==> config.mk <==
export PLATFORM = sky130hd
export DESIGN_NAME = sdx_seq
export DESIGN_NICKNAME = d
export VERILOG_FILES = /design/src/rtl/sdx_pkg.sv /design/src/rtl/sdx_regs.sv /design/src/rtl/sdx_ctrl.sv /design/src/rtl/sdx_counters.sv /design/src/rtl/sdx_seq.sv
export SDC_FILE = /design/constraint.sdc
export NUM_CORES = 1
export LEC_CHECK = 0
export BUFFER_PORTS_ARGS = -buffer_cell sky130_fd_sc_hd__buf_2
export CORE_MARGIN = 3
export CORE_UTILIZATION = 40
export CTS_BUF_LIST = sky130_fd_sc_hd__clkbuf_4
export DETAILED_ROUTE_END_ITERATION = 16
export SLEW_MARGIN = 20
export SYNTH_ARGS = -nofsm -noshare
export SYNTH_HDL_FRONTEND = slang
export SYNTH_HIERARCHICAL = 1
export SYNTH_SLANG_ARGS = --single-unit
==> constraint.sdc <==
create_clock -name clk -period 2.8 [get_ports clk]
set_input_delay 0.14 -clock clk [delete_from_list [all_inputs] [get_ports clk]]
set_output_delay 0.14 -clock clk [all_outputs]
set_load 0.03 [all_outputs]
==> src/rtl/sdx_pkg.sv <==
// Shared types and constants for the SD data transfer block sequencer.
// Assumes: register addresses and status bit positions are fixed by software.
package sdx_pkg;

    typedef enum logic [1:0] {
        XM_OFF  = 2'd0,
        XM_BUSY = 2'd1,
        XM_RX   = 2'd2,
        XM_TX   = 2'd3
    } xmode_e;

    localparam int A_BSIZE  = 0;
    localparam int A_DCTRL  = 1;
    localparam int A_REMAIN = 2;
    localparam int A_STAT   = 3;
    localparam int A_MASK   = 4;
    localparam int A_TIMER  = 5;

    localparam int ST_RUN_DATA  = 0;
    localparam int ST_RUN_BUSY  = 1;
    localparam int ST_DONE      = 4;
    localparam int ST_W         = 10;
    localparam int IRQ_MASK_BIT = 7;

    // Pick the start-after-command bit that belongs to a mode.
    function automatic logic pick_arm(xmode_e m, logic [2:0] arms);
        case (m)
            XM_BUSY: pick_arm = arms[0];
            XM_RX:   pick_arm = arms[1];
            XM_TX:   pick_arm = arms[2];
            default: pick_arm = 1'b0;
        endcase
    endfunction

endpackage

==> src/rtl/sdx_regs.sv <==
// Register file and read mux for the transfer sequencer.
// Assumes: a single write port and a combinational read port; the status
// register lives in the controller and is only muxed here.
module sdx_regs
    import sdx_pkg::*;
#(
    parameter int DW      = 32,
    parameter int AW      = 3,
    parameter int LEN_W   = 12,
    parameter int CNT_W   = 12,
    parameter int TMR_W   = 16,
    parameter int TMR_RST = 'h2000
) (
    input  logic              clk,
    input  logic              rst_n,
    input  logic              wr_en,
    input  logic [AW-1:0]     wr_addr,
    input  logic [DW-1:0]     wr_data,
    input  logic [AW-1:0]     rd_addr,
    input  logic [LEN_W-1:0]  remain_byte,
    input  logic [CNT_W-1:0]  remain_blk,
    input  logic [ST_W-1:0]   status,
    output logic [LEN_W-1:0]  bsize,
    output logic [DW-1:0]     dctrl,
    output logic [DW-1:0]     mask,
    output logic [DW-1:0]     rd_data
);

    logic [TMR_W-1:0] tmr;

    // Holds the software-written registers.
    always_ff @(posedge clk) begin
        if (!rst_n) begin
            bsize <= '0;
            dctrl <= '0;
            mask  <= '0;
            tmr   <= TMR_W'(TMR_RST);
        end else if (wr_en) begin
            case (int'(wr_addr))
                A_BSIZE: bsize <= wr_data[LEN_W-1:0];
                A_DCTRL: dctrl <= wr_data;
                A_MASK:  mask  <= wr_data;
                A_TIMER: tmr   <= wr_data[TMR_W-1:0];
                default: ;
            endcase
        end
    end

    // Selects the register seen on the read port.
    always_comb begin
        rd_data = '0;
        case (int'(rd_addr))
            A_BSIZE:  rd_data[LEN_W-1:0]       = bsize;
            A_DCTRL:  rd_data                  = dctrl;
            A_REMAIN: rd_data[LEN_W+CNT_W-1:0] = {remain_blk, remain_byte};
            A_STAT:   rd_data[ST_W-1:0]        = status;
            A_MASK:   rd_data                  = mask;
            A_TIMER:  rd_data[TMR_W-1:0]       = tmr;
            default:  rd_data                  = '0;
        endcase
    end

endmodule

==> src/rtl/sdx_ctrl.sv <==
// Start/stop decision and finished flag for the transfer sequencer.
// Assumes: the caller has already decoded mode, stop and arm bits, both from
// the word being written and from the stored control word.
module sdx_ctrl
    import sdx_pkg::*;
(
    input  logic   clk,
    input  logic   rst_n,
    input  logic   dctrl_wr,
    input  xmode_e wr_mode,
    input  logic   wr_stop,
    input  logic   wr_armed,
    input  xmode_e cur_mode,
    input  logic   cur_armed,
    input  logic   cmd_done,
    input  logic   byte_zero,
    input  logic   stat_clr,
    output logic   active,
    output logic   load,
    output logic   load_from_wr,
    output logic   done
);

    logic start_now, start_cmd, data_mode, finish;

    // Decides the start, load and finish events of this cycle.
    always_comb begin
        start_now    = dctrl_wr && !wr_stop && (wr_mode != XM_OFF) && !wr_armed;
        start_cmd    = cmd_done && !dctrl_wr && (cur_mode != XM_OFF) && cur_armed;
        data_mode    = (cur_mode == XM_RX) || (cur_mode == XM_TX);
        finish       = active && data_mode && byte_zero && !dctrl_wr && !cmd_done;
        load         = start_now || cmd_done;
        load_from_wr = start_now;
    end

    // Tracks whether a transfer is running.
    always_ff @(posedge clk) begin
        if (!rst_n)         active <= 1'b0;
        else if (dctrl_wr)  active <= start_now;
        else if (start_cmd) active <= 1'b1;
        else if (finish)    active <= 1'b0;
    end

    // Sticky finished flag, cleared by a write-one to its status bit.
    always_ff @(posedge clk) begin
        if (!rst_n)      done <= 1'b0;
        else if (finish) done <= 1'b1;
        else if (stat_clr) done <= 1'b0;
    end

endmodule

==> src/rtl/sdx_counters.sv <==
// Byte and block counters for the transfer sequencer.
// Assumes: load has priority over step; step is only raised in a data mode.
module sdx_counters #(
    parameter int LEN_W = 12,
    parameter int CNT_W = 12
) (
    input  logic             clk,
    input  logic             rst_n,
    input  logic             load,
    input  logic [LEN_W-1:0] len_in,
    input  logic [CNT_W-1:0] cnt_in,
    input  logic             step,
    output logic [LEN_W-1:0] byte_cnt,
    output logic [CNT_W-1:0] blk_cnt,
    output logic             byte_zero
);

    assign byte_zero = (byte_cnt == '0);

    // Counts bytes down and reloads at block boundaries.
    always_ff @(posedge clk) begin
        if (!rst_n) begin
            byte_cnt <= '0;
            blk_cnt  <= '0;
        end else if (load) begin
            byte_cnt <= len_in;
            blk_cnt  <= cnt_in;
        end else if (step && !byte_zero) begin
            if (byte_cnt == LEN_W'(1)) begin
                blk_cnt  <= (blk_cnt != '0) ? blk_cnt - CNT_W'(1) : '0;
                byte_cnt <= (blk_cnt > CNT_W'(1)) ? len_in : '0;
            end else begin
                byte_cnt <= byte_cnt - LEN_W'(1);
            end
        end
    end

endmodule

==> src/rtl/sdx_seq.sv <==
// Top of the SD data transfer block sequencer: joins the register file,
// the start/stop controller and the counters, and builds the status word.
// Assumes: DW is wide enough for the arm bits above the mode and stop fields.
module sdx_seq
    import sdx_pkg::*;
#(
    parameter int DW      = 32,
    parameter int AW      = 3,
    parameter int LEN_W   = 12,
    parameter int CNT_W   = 12,
    parameter int TMR_W   = 16,
    parameter int TMR_RST = 'h2000
) (
    input  logic          clk,
    input  logic          rst_n,
    input  logic          wr_en,
    input  logic [AW-1:0] wr_addr,
    input  logic [DW-1:0] wr_data,
    input  logic [AW-1:0] rd_addr,
    output logic [DW-1:0] rd_data,
    input  logic          cmd_done,
    input  logic          byte_strobe,
    output logic          xfer_run,
    output logic          irq
);

    localparam int MODE_LSB = CNT_W;
    localparam int STOP_BIT = CNT_W + 2;
    localparam int ARM_LSB  = CNT_W + 6;

    logic [LEN_W-1:0] bsize, byte_cnt;
    logic [CNT_W-1:0] blk_cnt, cnt_in;
    logic [DW-1:0]    dctrl, mask;
    logic [ST_W-1:0]  status;
    logic             dctrl_wr, stat_clr, active, load, load_from_wr, done;
    logic             byte_zero, step, wr_armed, cur_armed;
    xmode_e           wr_mode, cur_mode;

    // Decodes the write-side and stored control fields.
    always_comb begin
        dctrl_wr  = wr_en && (int'(wr_addr) == A_DCTRL);
        stat_clr  = wr_en && (int'(wr_addr) == A_STAT) && wr_data[ST_DONE];
        wr_mode   = xmode_e'(wr_data[MODE_LSB +: 2]);
        cur_mode  = xmode_e'(dctrl[MODE_LSB +: 2]);
        wr_armed  = pick_arm(wr_mode, wr_data[ARM_LSB +: 3]);
        cur_armed = pick_arm(cur_mode, dctrl[ARM_LSB +: 3]);
        cnt_in    = load_from_wr ? wr_data[CNT_W-1:0] : dctrl[CNT_W-1:0];
        step      = byte_strobe && active && ((cur_mode == XM_RX) || (cur_mode == XM_TX));
    end

    // Builds the status word and outputs.
    always_comb begin
        status              = '0;
        status[ST_RUN_DATA] = active && ((cur_mode == XM_RX) || (cur_mode == XM_TX));
        status[ST_RUN_BUSY] = active && (cur_mode == XM_BUSY);
        status[ST_DONE]     = done;
        xfer_run            = active;
        irq                 = done && mask[IRQ_MASK_BIT];
    end

    sdx_regs #(
        .DW(DW), .AW(AW), .LEN_W(LEN_W), .CNT_W(CNT_W),
        .TMR_W(TMR_W), .TMR_RST(TMR_RST)
    ) u_regs (
        .clk(clk), .rst_n(rst_n), .wr_en(wr_en), .wr_addr(wr_addr),
        .wr_data(wr_data), .rd_addr(rd_addr), .remain_byte(byte_cnt),
        .remain_blk(blk_cnt), .status(status), .bsize(bsize),
        .dctrl(dctrl), .mask(mask), .rd_data(rd_data)
    );

    sdx_ctrl u_ctrl (
        .clk(clk), .rst_n(rst_n), .dctrl_wr(dctrl_wr), .wr_mode(wr_mode),
        .wr_stop(wr_data[STOP_BIT]), .wr_armed(wr_armed), .cur_mode(cur_mode),
        .cur_armed(cur_armed), .cmd_done(cmd_done), .byte_zero(byte_zero),
        .stat_clr(stat_clr), .active(active), .load(load),
        .load_from_wr(load_from_wr), .done(done)
    );

    sdx_counters #(.LEN_W(LEN_W), .CNT_W(CNT_W)) u_cnt (
        .clk(clk), .rst_n(rst_n), .load(load), .len_in(bsize),
        .cnt_in(cnt_in), .step(step), .byte_cnt(byte_cnt),
        .blk_cnt(blk_cnt), .byte_zero(byte_zero)
    );

endmodule

==> implementation parameters <==
Parameter                              Value

Outcome
  Status    finished, final reports clean

Clocking
  Root buffer cell    sky130_fd_sc_hd__clkbuf_4
  CTS tree    built
  Clock buffers created by TritonCTS    17
  Clock insertion delay at the later pin of the skew report    0.54 ns
  CTS H-tree lvls    4
  Clock sinks    about 120
  Clock slew at the register clock pins of the worst setup and hold paths    0.11 ns
  CTS resizes    0
  Number of post-CTS setup repair buffers    0
  Maximum buffer depth of the clock tree    2

Worst setup path
  Startpoint types    primary input
  Type of the setup path with the least slack    primary input to register
  Setup crit end kind    register
  Worst r2r src    u_cnt/byte_cnt[5]
  Worst endpoint data arrival time    about 2.9 ns
  Crit-path max FO    11
  Critical path required time    3.26 ns
  Source of the critical timing path    wr_data[12]

Place
  Area after DPL    6650 um^2
  Routability cong.    ~0.86
  Total half-perimeter wirelength after legalization and detailed placement    ~14000 um
  Number of port buffers    76

Yosys
  Distinct cell type count after synthesis    72
  Most used DFF post-synth    sky130_fd_sc_hd__dfxtp_1
  Share of cell area taken by muxes after synthesis    between 9 and 10%
  Share of Yosys cell area claimed by the top area cell type    about two fifths
  EDFF count, synth    0
  Share of flip-flops with an asynchronous set or reset    0%
  Post-synthesis cell type with the largest combined area    sky130_fd_sc_hd__dfxtp_1
  Adder-cell area share of the yosys netlist    0.815%
  Post-synthesis compound-gate area fraction    25.1%
  Warning count from the yosys run    6
  Average size of a mapped cell    8.51 um^2
  Gate count after technology mapping    ~720
  Post-Synth XOR/XNOR Area    less than 1%
  Sequential area share after synthesis    38.5%
  Netlist area before placement    6140 um^2
  Main combinational cell family by area after synthesis    compound AO/OA/AOI/OAI gates
  Top cells by area in the synthesized netlist    sky130_fd_sc_hd__dfxtp_1 38%, sky130_fd_sc_hd__o21ai_0 8.1%, sky130_fd_sc_hd__nand3_1 7.3%
  Total of flip-flops plus latches after synthesis    about 120
  Simple-gate portion of the synthesized area    approximately 20%

Floorplanning
  Boundary pin count    77
  X dimension of the die    130 um
  Y dimension of the die    130 um
  Effective utilization at floorplan    41.6%
  Die area    16900 um^2
  Std cell rows    44
  Floorplan core area    14800 um^2

Cells and area
  Commonest cells after routing, fill and taps aside    118 x sky130_fd_sc_hd__dfxtp_1, 100 x sky130_fd_sc_hd__o21ai_0, 90 x sky130_fd_sc_hd__nand3_1
  Growth of design area from synthesis to finish    19.2%
  # nets final    864
  Most common library cell in the layout ignoring fill and taps    sky130_fd_sc_hd__dfxtp_1
  Share of layout cells above drive strength 1    23.4%
  Post-route cell area    7320 um^2

Drt
  Via density    5.92
  Routed wire length    between 15000 and 20000 um
  DRC violation total after the first TritonRoute iteration    468
  DRC    0
  Number of search-and-repair iterations in the first detailed-routing pass    5
  Vias after detailed routing    6010
  Number of antenna-violating nets in the routed design    0
  Routed length per instance    19.2 um

Global routing
  Antenna violations before repair    1
  Vias in the first global route    5593
  Wire length of the first global-routing pass    between 30000 and 40000 um
  Maximum number of pins on one net before global-route repair    65
  Tot GR Track Use    23.6%
  Total gr overflow    0

Job
  Max-cap violations    0

STA
  Max-slew headroom    54.3%
  Number of hold-slack violations in the final timing report    0
  Final number of max-transition violations    0
  Minimum clock period    ~2.4 ns
  Final Setup Violations    0
  Achievable frequency    between 0.4 and 0.5 GHz
  Final critical-path share of the clock period    86.5%
  Transition time at the pin with the least slew margin    about 0.68 ns
  Worst-case clock skew    0.0176 ns
  Setup TNS    0 ns
  Setup repair after global routing missed its margin    no
  Final-layout worst hold slack    0.0417 ns

Min path
  Class of the most critical hold timing path    primary input to register
  Launch point of the worst hold path    wr_addr[2]

Power
  Static Leakage    2.81 nW
  Areal power density over the cells    551 nW/um^2
  Worst-case vdd ir drop    451 uV
## worst max-delay path: stages
cell and delay (ns):
sky130_fd_sc_hd__dlygate4sd3_1 0.52, sky130_fd_sc_hd__buf_2 0.16, sky130_fd_sc_hd__mux2i_1 0.21, sky130_fd_sc_hd__mux2i_1 0.10, sky130_fd_sc_hd__nor2_1 0.12, sky130_fd_sc_hd__o21a_1 0.19
sky130_fd_sc_hd__a21o_2 0.22, sky130_fd_sc_hd__nor2_1 0.09, sky130_fd_sc_hd__a41o_1 0.41, sky130_fd_sc_hd__nor2_2 0.28, sky130_fd_sc_hd__nand2_1 0.21, sky130_fd_sc_hd__o22ai_1 0.24
## routing by layer
| layer | vias to the layer above | track usage, % | part of all wire (%) | wire length [um] |
|---|---|---|---|---|
| met4 | 0 | 8.86 | 2.5 | 488 |
| li1 | 2880 | - | - | - |
| met1 | 2875 | 31.6 | 45 | 8790 |
| met5 | - | 0 | 0 | 0 |
| met2 | 226 | 36.5 | 46 | 9000 |
| met3 | 29 | 6.22 | 6.4 | 1250 |
## layout make-up
class | count | area [um^2]
inverter | 13 | 48.8
multi-input combinational | 535 | 3460
tap | 184 | 230
clock inverter | 14 | 199
clock buffer | 18 | 135
fill | 1437 | 7430
sequential | 118 | 2360
antenna | 1 | 2.50
timing repair buffer | 132 | 886
## state kept, by name (all words and copies together) (netlist names)
name	cells
u_regs/mask	32
u_regs/tmr	16
u_regs/bsize	12
u_regs/dctrl	32
u_cnt/blk_cnt	12
u_ctrl/done	1
u_ctrl/active	1
u_cnt/byte_cnt	12
## power breakdown
part	switching (mW)	total, mW	internal (mW)
logic	0.473	0.776	0.303
clock network	0.715	1.44	0.727
registers	0.0797	1.82	1.74
## synthesized netlist by cell type (all sizes together), types with 2 or more instances
master / n
dfxtp: 118
o21ai: 114
nand3: 98
nand2: 61
clkbuf: 32
buf: 30
nor2: 29
a22oi: 26
mux2: 26
a21oi: 22
mux2i: 20
inv: 13
a32oi: 10
nor3: 10
a221oi: 9
o2bb2ai: 9
o22ai: 8
a31oi: 7
nor2b: 6
and2: 5
ha: 4
nor4: 4
o211ai: 4
o21a: 4
nand2b: 3
nand4: 3
nor3b: 3
o221ai: 3
o31ai: 3
or4: 3
xor2: 3
a211oi: 2
a21o: 2
a2bb2oi: 2
a41oi: 2
nand4b: 2
nand4bb: 2
o32ai: 2
or3: 2
or4b: 2
## final timing paths
path                                          to  slack, ns  cells past startpoint
worst min register to register  u_regs/dctrl[14]       0.48                      2
worst max register to register       u_ctrl/done       0.39                      6
worst max-delay path            u_cnt/blk_cnt[5]       0.38                     12
worst min-delay path             u_regs/mask[11]       0.04                      3
## logic make-up (layout without fill, tap and decap cells)
kind of cell,Yosys count,after routing
flops,118,118
other cells,1,8
simple gates,237,237
mux,47,47
xor+xnor,3,3
buf+inv,75,177
compound gates,237,237
fa+ha+maj,4,4
## repair_timing
action / in CTS / in global routing
endpoints found under the setup margin: 0 / 0
hold buffers: 33 / 0
endpoints found under the hold margin: 84 / 0
## per-stage QoR
step | utilization [%] | worst slack (ns) | power, mW | cells
after global routing | 49.6 | 0.208 | 4.24 | 1015
after global placement | 45.1 | 0.493 | 2.57 | 949
after detailed placement | 45.1 | 0.424 | 2.58 | 949
after floorplan | - | 0.743 | 2.35 | 728
after CTS | 49.6 | 0.403 | 4.05 | 1014
final | 49.6 | 0.379 | 4.04 | 1015
No activity file was read; power rests on OpenSTA's default activity.
